===== src/rtl/axsplit_pkg.sv =====
package axsplit_pkg;

    typedef enum logic [1:0] {
        SPL_IDLE  = 2'd0,
        SPL_ISSUE = 2'd1,
        SPL_FIN   = 2'd2
    } spl_state_e;

    localparam logic [1:0] BURST_INCR = 2'b01;

    // smallest of three unsigned byte counts
    function automatic logic [31:0] min3(input logic [31:0] a,
                                         input logic [31:0] b,
                                         input logic [31:0] c);
        logic [31:0] m;
        m = (a < b) ? a : b;
        return (m < c) ? m : c;
    endfunction

endpackage


===== src/rtl/axs_chunk_calc.sv =====
module axs_chunk_calc
    import axsplit_pkg::*;
#(
    parameter int unsigned CNT_W      = 16,
    parameter int unsigned SIZE_W     = 3,
    parameter int unsigned BOUND_BITS = 12,
    parameter int unsigned MAX_BEATS  = 256,
    localparam int unsigned LEN_W     = $clog2(MAX_BEATS)
) (
    input  logic [BOUND_BITS-1:0] addr_low,
    input  logic [CNT_W-1:0]      remaining,
    input  logic [SIZE_W-1:0]     size,
    output logic [CNT_W-1:0]      chunk_bytes,
    output logic [LEN_W-1:0]      beats_m1,
    output logic                  is_last
);
    localparam logic [31:0] REGION_BYTES = 32'(1) << BOUND_BITS;

    logic [31:0] rem32;
    logic [31:0] to_edge;
    logic [31:0] beat_cap;
    logic [31:0] chunk32;
    logic [31:0] beats32;

    always_comb begin
        rem32    = 32'(remaining);
        to_edge  = REGION_BYTES - 32'(addr_low);
        beat_cap = 32'(MAX_BEATS) << size;
        chunk32  = min3(rem32, to_edge, beat_cap);
        beats32  = chunk32 >> size;
    end

    assign chunk_bytes = CNT_W'(chunk32);
    assign beats_m1    = LEN_W'(beats32 - 32'd1);
    assign is_last     = (chunk32 == rem32);

endmodule


===== src/rtl/axs_seq_fsm.sv =====
module axs_seq_fsm
    import axsplit_pkg::*;
#(
    parameter int unsigned ADDR_W = 32,
    parameter int unsigned CNT_W  = 16,
    parameter int unsigned SIZE_W = 3
) (
    input  logic              clk,
    input  logic              rst,
    input  logic              cmd_valid,
    input  logic [ADDR_W-1:0] cmd_addr,
    input  logic [CNT_W-1:0]  cmd_bytes,
    input  logic [SIZE_W-1:0] cmd_size,
    input  logic              aw_ready,
    input  logic [CNT_W-1:0]  chunk_bytes,
    input  logic              is_last,
    output logic [ADDR_W-1:0] cur_addr,
    output logic [CNT_W-1:0]  remaining,
    output logic [SIZE_W-1:0] cur_size,
    output logic              in_idle,
    output logic              in_issue,
    output logic              in_fin
);
    spl_state_e state_q;

    always_ff @(posedge clk) begin
        if (rst) begin
            state_q   <= SPL_IDLE;
            cur_addr  <= '0;
            remaining <= '0;
            cur_size  <= '0;
        end else begin
            unique case (state_q)
                SPL_IDLE: begin
                    if (cmd_valid) begin
                        cur_addr  <= cmd_addr;
                        remaining <= cmd_bytes;
                        cur_size  <= cmd_size;
                        state_q   <= SPL_ISSUE;
                    end
                end
                SPL_ISSUE: begin
                    if (aw_ready) begin
                        cur_addr  <= cur_addr + ADDR_W'(chunk_bytes);
                        remaining <= remaining - chunk_bytes;
                        if (is_last) state_q <= SPL_FIN;
                    end
                end
                SPL_FIN:  state_q <= SPL_IDLE;
                default:  state_q <= SPL_IDLE;
            endcase
        end
    end

    assign in_idle  = (state_q == SPL_IDLE);
    assign in_issue = (state_q == SPL_ISSUE);
    assign in_fin   = (state_q == SPL_FIN);

endmodule


===== src/rtl/burst_4k_splitter.sv =====
module burst_4k_splitter
    import axsplit_pkg::*;
#(
    parameter int unsigned ADDR_W     = 32,
    parameter int unsigned CNT_W      = 16,
    parameter int unsigned SIZE_W     = 3,
    parameter int unsigned BOUND_BITS = 12,
    parameter int unsigned MAX_BEATS  = 256,
    localparam int unsigned LEN_W     = $clog2(MAX_BEATS)
) (
    input  logic              clk,
    input  logic              rst,
    input  logic              cmd_valid,
    output logic              cmd_ready,
    input  logic [ADDR_W-1:0] cmd_addr,
    input  logic [CNT_W-1:0]  cmd_bytes,
    input  logic [SIZE_W-1:0] cmd_size,
    output logic              aw_valid,
    input  logic              aw_ready,
    output logic [ADDR_W-1:0] aw_addr,
    output logic [LEN_W-1:0]  aw_len,
    output logic [SIZE_W-1:0] aw_size,
    output logic [1:0]        aw_burst,
    output logic              done
);
    logic [ADDR_W-1:0] cur_addr;
    logic [CNT_W-1:0]  remaining;
    logic [SIZE_W-1:0] cur_size;
    logic [CNT_W-1:0]  chunk_bytes;
    logic [LEN_W-1:0]  beats_m1;
    logic              is_last;
    logic              in_idle, in_issue, in_fin;

    axs_seq_fsm #(
        .ADDR_W (ADDR_W),
        .CNT_W  (CNT_W),
        .SIZE_W (SIZE_W)
    ) u_fsm (
        .clk         (clk),
        .rst         (rst),
        .cmd_valid   (cmd_valid),
        .cmd_addr    (cmd_addr),
        .cmd_bytes   (cmd_bytes),
        .cmd_size    (cmd_size),
        .aw_ready    (aw_ready),
        .chunk_bytes (chunk_bytes),
        .is_last     (is_last),
        .cur_addr    (cur_addr),
        .remaining   (remaining),
        .cur_size    (cur_size),
        .in_idle     (in_idle),
        .in_issue    (in_issue),
        .in_fin      (in_fin)
    );

    axs_chunk_calc #(
        .CNT_W      (CNT_W),
        .SIZE_W     (SIZE_W),
        .BOUND_BITS (BOUND_BITS),
        .MAX_BEATS  (MAX_BEATS)
    ) u_calc (
        .addr_low    (cur_addr[BOUND_BITS-1:0]),
        .remaining   (remaining),
        .size        (cur_size),
        .chunk_bytes (chunk_bytes),
        .beats_m1    (beats_m1),
        .is_last     (is_last)
    );

    assign cmd_ready = in_idle;
    assign aw_valid  = in_issue;
    assign aw_addr   = cur_addr;
    assign aw_len    = beats_m1;
    assign aw_size   = cur_size;
    assign aw_burst  = BURST_INCR;
    assign done      = in_fin;

    // last byte of the presented burst, rebuilt from the output fields
    logic [ADDR_W:0] span_last;
    assign span_last = {1'b0, aw_addr}
                     + ((((ADDR_W+1)'(aw_len)) + (ADDR_W+1)'(1)) << aw_size)
                     - (ADDR_W+1)'(1);

    assert_no_cross_R2: assert property (@(posedge clk) disable iff (rst)
        aw_valid |-> (span_last[ADDR_W-1:BOUND_BITS] == aw_addr[ADDR_W-1:BOUND_BITS]));

    assert_contig_R4: assert property (@(posedge clk) disable iff (rst)
        (aw_valid && aw_ready) |=> (!aw_valid ||
            aw_addr == $past(aw_addr)
                     + ((ADDR_W'($past(aw_len)) + ADDR_W'(1)) << $past(aw_size))));

    assert_hold_R7: assert property (@(posedge clk) disable iff (rst)
        (aw_valid && !aw_ready) |=> (aw_valid && $stable(aw_addr)
                                     && $stable(aw_len) && $stable(aw_size)));

    assert_done_after_hs_R8: assert property (@(posedge clk) disable iff (rst)
        done |-> $past(aw_valid && aw_ready));

    assert_done_pulse_R8: assert property (@(posedge clk) disable iff (rst)
        done |=> (!done && cmd_ready));

endmodule


===== config.mk =====
export PLATFORM = sky130hd
export DESIGN_NAME = burst_4k_splitter
export DESIGN_NICKNAME = d
export VERILOG_FILES = /design/src/rtl/axsplit_pkg.sv /design/src/rtl/axs_chunk_calc.sv /design/src/rtl/axs_seq_fsm.sv /design/src/rtl/burst_4k_splitter.sv
export SDC_FILE = /design/constraint.sdc
export NUM_CORES = 1
export LEC_CHECK = 0
export BUFFER_PORTS_ARGS = -buffer_cell sky130_fd_sc_hd__buf_2
export CAP_MARGIN = 10
export CORE_ASPECT_RATIO = 1.2
export CORE_MARGIN = 2
export CORE_UTILIZATION = 55
export DETAILED_ROUTE_END_ITERATION = 10
export PLACE_DENSITY_LB_ADDON = 0.2
export SETUP_SLACK_MARGIN = 0.3
export SLEW_MARGIN = 30
export SYNTH_ARGS = -nofsm -noshare
export SYNTH_HDL_FRONTEND = slang
export SYNTH_SLANG_ARGS = --single-unit

===== constraint.sdc =====
create_clock -name clk -period 10.57 [get_ports clk]
set_clock_uncertainty 0.1 [all_clocks]
set_input_delay 2.6425 -clock clk [delete_from_list [all_inputs] [get_ports clk]]
set_output_delay 2.6425 -clock clk [all_outputs]
set_load 0.05 [all_outputs]

==> report_table.html <==
<table>
<tr><th>Metric</th><th>Value</th></tr>
<tr><th colspan="2">Status</th></tr>
<tr><td>Result of the run</td><td>complete, no violations</td></tr>
<tr><th colspan="2">Logic synthesis</th></tr>
<tr><td>Main combinational cell family by area after synthesis</td><td>compound AO/OA/AOI/OAI gates</td></tr>
<tr><td>Number of instances in the synthesized netlist</td><td>817</td></tr>
<tr><td>Leading area contributor after synthesis</td><td>sky130_fd_sc_hd__dfxtp_1</td></tr>
<tr><td>Synth Area in Simple Gates</td><td>0.226</td></tr>
<tr><td>Post-synth EDFFs</td><td>0</td></tr>
<tr><td>Complex-gate fraction of the synthesized area</td><td>0.292</td></tr>
<tr><td>Share of synthesized cell area in full adder, half adder and majority cells</td><td>0.108</td></tr>
<tr><td>Mux cell area share after synthesis</td><td>0.0586</td></tr>
<tr><td>Top FF cell, synth</td><td>sky130_fd_sc_hd__dfxtp_1</td></tr>
<tr><td>Syn. warnings</td><td>0</td></tr>
<tr><td>Portion of the post-synthesis area used by sequential elements</td><td>0.176</td></tr>
<tr><td>Largest cells by area after synthesis</td><td>sky130_fd_sc_hd__dfxtp_1, sky130_fd_sc_hd__ha_1, sky130_fd_sc_hd__a21oi_1</td></tr>
<tr><td>Mean cell area of the mapped netlist</td><td>~7.4 sq um</td></tr>
<tr><td>Post-synthesis instance area</td><td>roughly 6000 sq um</td></tr>
<tr><td>Yosys top cell area share</td><td>0.176</td></tr>
<tr><td>Post-synth ARST share</td><td>0</td></tr>
<tr><td>Seq cells post-synth</td><td>53</td></tr>
<tr><td>Post-synthesis cell type count</td><td>95</td></tr>
<tr><td>Synthesized-area fraction occupied by xor and xnor cells</td><td>0.0640</td></tr>
<tr><th colspan="2">Detailed routing</th></tr>
<tr><td>DRC errors left</td><td>0</td></tr>
<tr><td>Count of routing violations after the opening detailed-route iteration</td><td>520</td></tr>
<tr><td>Number of antenna-violating nets in the routed design</td><td>0</td></tr>
<tr><td>Detailed-routing iteration count for the pre-antenna-repair pass</td><td>6</td></tr>
<tr><td>Via count</td><td>between 6,000 and 7,000</td></tr>
<tr><td>WL per Instance</td><td>just over 20 um</td></tr>
<tr><td>Via/cell ratio</td><td>roughly 6.6</td></tr>
<tr><td>Final routed wirelength across all metal layers</td><td>20,600 um</td></tr>
<tr><th colspan="2">Worst setup path</th></tr>
<tr><td>Worst-case register-to-register setup slack</td><td>around 1800 ps</td></tr>
<tr><td>Arrival time of the worst setup path</td><td>a little over 7000 ps</td></tr>
<tr><td>Launching element type of the critical path</td><td>flip-flop</td></tr>
<tr><td>Critical path required time</td><td>7830 ps</td></tr>
<tr><td>CP max-delay cell</td><td>sky130_fd_sc_hd__or4_4</td></tr>
<tr><td>Cells on worst reg2reg path</td><td>31</td></tr>
<tr><td>Largest stage delay on the critical path</td><td>about 470 ps</td></tr>
<tr><td>Critical path endpoint category</td><td>primary output</td></tr>
<tr><td>Top cell by count, worst path</td><td>sky130_fd_sc_hd__nor3_2</td></tr>
<tr><td>Largest fanout on the critical path</td><td>17</td></tr>
<tr><td>Worst reg2reg path startpoint</td><td>u_fsm.cur_addr[1]</td></tr>
<tr><td>Reg2reg end</td><td>u_fsm.cur_addr[26]</td></tr>
<tr><td>Type of the setup path with the least slack</td><td>flip-flop to primary output</td></tr>
<tr><th colspan="2">Global route</th></tr>
<tr><td>Antenna violations before repair</td><td>0</td></tr>
<tr><td>Global route hottest layer</td><td>met2</td></tr>
<tr><td>Global-route usage over all layers</td><td>0.342</td></tr>
<tr><td>First-pass GRT wire length</td><td>32,600 um</td></tr>
<tr><td>Global routing usage on met1</td><td>0.437</td></tr>
<tr><td>Met2 Resource Use GR</td><td>0.580</td></tr>
<tr><td>Pin count of the biggest net entering global routing</td><td>69</td></tr>
<tr><td>Number of global-route vias before repair</td><td>6,283</td></tr>
<tr><td>Overflow after GRT</td><td>0</td></tr>
<tr><td>Met3 demand-to-capacity share in global routing</td><td>0.0444</td></tr>
<tr><th colspan="2">Final layout</th></tr>
<tr><td>Share of post-route cells with drive strength above 1</td><td>0.200</td></tr>
<tr><td>Count of inserted antenna diode cells</td><td>0</td></tr>
<tr><td>Final-stage net count</td><td>approximately 1,000</td></tr>
<tr><td>Commonest cells after routing, fill and taps aside</td><td>sky130_fd_sc_hd__buf_2, sky130_fd_sc_hd__nand2_1, sky130_fd_sc_hd__nor2_1</td></tr>
<tr><td>Post-route cell area</td><td>6790 sq um</td></tr>
<tr><td># fillers</td><td>994</td></tr>
<tr><td>Most common cell after layout, fill and taps aside</td><td>sky130_fd_sc_hd__buf_2</td></tr>
<tr><td>Area Growth Syn to Fin</td><td>12.4%</td></tr>
<tr><th colspan="2">Floorplan</th></tr>
<tr><td>Area of the die</td><td>11,800 sq um</td></tr>
<tr><td>Starting density of the core</td><td>0.569</td></tr>
<tr><td>Die outline height</td><td>approximately 120 um</td></tr>
<tr><td>Boundary pin count</td><td>just over 100</td></tr>
<tr><td>Horizontal extent of the die</td><td>99.7 um</td></tr>
<tr><td>Placeable core region</td><td>roughly 11,000 sq um</td></tr>
<tr><td>Number of cell rows</td><td>a little over 40</td></tr>
<tr><th colspan="2">Place</th></tr>
<tr><td>Buffers on Ports</td><td>100</td></tr>
<tr><td>GP Congestion</td><td>about 0.98</td></tr>
<tr><td>Area after DPL</td><td>~6500 sq um</td></tr>
<tr><td>Estimated wirelength of the detail-placed design</td><td>~16,000 um</td></tr>
<tr><th colspan="2">STA</th></tr>
<tr><td>Share of the clock period used by the worst path after layout</td><td>0.935</td></tr>
<tr><td>Relative slew slack</td><td>0.345</td></tr>
<tr><td>Setup repair after global routing missed its margin</td><td>no</td></tr>
<tr><td>Setup violations, final</td><td>0</td></tr>
<tr><td>Worst slew pin tran</td><td>between 900 and 1000 ps</td></tr>
<tr><td>Final Slew Violations</td><td>0</td></tr>
<tr><td>Timing-limited maximum frequency</td><td>a little over 100 MHz</td></tr>
<tr><td>Shortest clock period the worst path allows after layout</td><td>between 9000 and 10,000 ps</td></tr>
<tr><td>Count of endpoints failing hold in the final timing report</td><td>0</td></tr>
<tr><td>Fin Setup TNS</td><td>0 ps</td></tr>
<tr><th colspan="2">Power</th></tr>
<tr><td>PD cells</td><td>a little over 200 nW/um^2</td></tr>
<tr><td>Lkg Pwr</td><td>slightly below 3 nW</td></tr>
<tr><td>Worst IR Drop VDD</td><td>approximately 0.12 mV</td></tr>
<tr><th colspan="2">Job</th></tr>
<tr><td>Number of maximum-capacitance violations</td><td>0</td></tr>
<tr><th colspan="2">Clocking</th></tr>
<tr><td>Clk sink count</td><td>53</td></tr>
<tr><td>Register clock-pin slew on the reported worst setup and hold paths</td><td>roughly 70 ps</td></tr>
<tr><td>CTS H-Tree Depth</td><td>2</td></tr>
<tr><td>Quantity of hold-fixing buffers added after cts</td><td>0</td></tr>
<tr><td>Clock tree from TritonCTS</td><td>yes</td></tr>
<tr><td>Buffer type at the clock tree root</td><td>sky130_fd_sc_hd__clkbuf_16</td></tr>
<tr><td>Buffer depth of the longest clock path</td><td>2</td></tr>
<tr><td>Clock insertion delay at the later pin of the skew report</td><td>300 ps</td></tr>
<tr><td>CTS Buf Count</td><td>5</td></tr>
<tr><th colspan="2">Min path</th></tr>
<tr><td>Hold path endpoint</td><td>u_fsm.cur_addr[13]</td></tr>
<tr><td>Instance count along the most critical hold path</td><td>2</td></tr>
<tr><td>Startpoint of the worst hold path</td><td>u_fsm.cur_addr[13]</td></tr>
<tr><td>Tightest Hold Check Type</td><td>flip-flop to flip-flop</td></tr>
</table>
where the power goes:
part / total (mW) / internal (mW) / switching [mW]
clock: 0.167 / 0.0933 / 0.0735
combinational: 0.953 / 0.339 / 0.614
sequential: 0.273 / 0.224 / 0.0492
total: 1.39 / 0.656 / 0.737
critical path, delay by kind of cell (launching register included):
| kind | cells | cell delay (ps) |
|---|---|---|
| xor+xnor | 2 | 320 |
| mux | 4 | 1340 |
| buf+inv | 3 | 400 |
| flops | 1 | 410 |
| fa+ha+maj | 2 | 590 |
| simple gates | 10 | 2140 |
| compound gates | 6 | 1610 |
kinds of logic (layout without fill, tap and decap cells):
kind of cell,Yosys count,in the layout
AO/OA/AOI/OAI,251,251
buffers and inverters,103,168
flip-flops,53,53
other,2,5
XOR/XNOR,42,42
AND/OR/NAND/NOR,285,285
adder cells (fa/ha/maj),52,52
multiplexers,29,29
stage by stage:
stage,power (mW),std cells,util,hold slack (ps),worst slack [ps]
3_5_place_dp,1.18,1004,0.614,395,371
5_1_grt,1.48,1014,0.639,444,312
6_report,1.39,1014,0.639,400,690
2_1_floorplan,0.978,820,-,370,494
4_1_cts,1.36,1011,0.628,403,406
3_3_place_gp,1.17,1004,0.614,383,702
worst max-delay path by stage:
stage	slack [ps]	startpoint	end	cells after the start
2_1_floorplan	490	u_fsm.cur_addr[1]	aw_len[7]	32
3_3_place_gp	700	u_fsm.cur_addr[1]	aw_len[7]	27
3_5_place_dp	370	u_fsm.cur_addr[1]	aw_len[7]	28
4_1_cts	410	u_fsm.cur_addr[1]	aw_len[7]	27
5_1_grt	310	u_fsm.cur_addr[1]	aw_len[7]	27
6_report	690	u_fsm.cur_addr[1]	aw_len[7]	27
layer usage:
layer  vias up  share of wire
li1       3131              -
met1      3149           0.41
met2       305           0.49
met3        63          0.065
met4         0          0.039
met5         -              0
registers in the layout, indices dropped and copies added (netlist names):
register,count
u_fsm.remaining,16
u_fsm.cur_size,3
u_fsm.state_q,2
u_fsm.cur_addr,32
timing repair:
action | in CTS | in global routing
resized for setup | 3 | 20
setup buffers | 0 | 3
pin swaps | 0 | 1
endpoints found under the setup margin | 5 | 7
hold endpoints to repair | 0 | 0
synthesized netlist by cell type, types with 6 or more instances:
library cell	instances
sky130_fd_sc_hd__a21oi_1	67
sky130_fd_sc_hd__nand4_1	10
sky130_fd_sc_hd__a211oi_1	13
sky130_fd_sc_hd__clkbuf_1	35
sky130_fd_sc_hd__nand2b_1	7
sky130_fd_sc_hd__and3_1	9
sky130_fd_sc_hd__nand2_1	87
sky130_fd_sc_hd__a21o_1	13
sky130_fd_sc_hd__ha_1	48
sky130_fd_sc_hd__o211ai_1	9
sky130_fd_sc_hd__a31oi_1	11
sky130_fd_sc_hd__dfxtp_1	53
sky130_fd_sc_hd__o21ai_0	47
sky130_fd_sc_hd__mux2i_1	17
sky130_fd_sc_hd__a311oi_1	10
sky130_fd_sc_hd__nor2_1	83
sky130_fd_sc_hd__o31ai_1	6
sky130_fd_sc_hd__xor2_1	13
sky130_fd_sc_hd__xnor2_1	28
sky130_fd_sc_hd__nand3_1	23
sky130_fd_sc_hd__nor3_1	26
sky130_fd_sc_hd__mux2_2	7
sky130_fd_sc_hd__inv_1	45
layout make-up:
type                            instances  area (sq um)  share of cell area
Multi-Input combinational cell        664          4650               0.685
Sequential cell                        53          1060               0.156
Tap cell                              129           161              0.0238
Inverter                               51           191              0.0282
Timing Repair Buffer                  110           578              0.0851
Clock buffer                            7           143              0.0210
(Power assumes the default switching activity.)
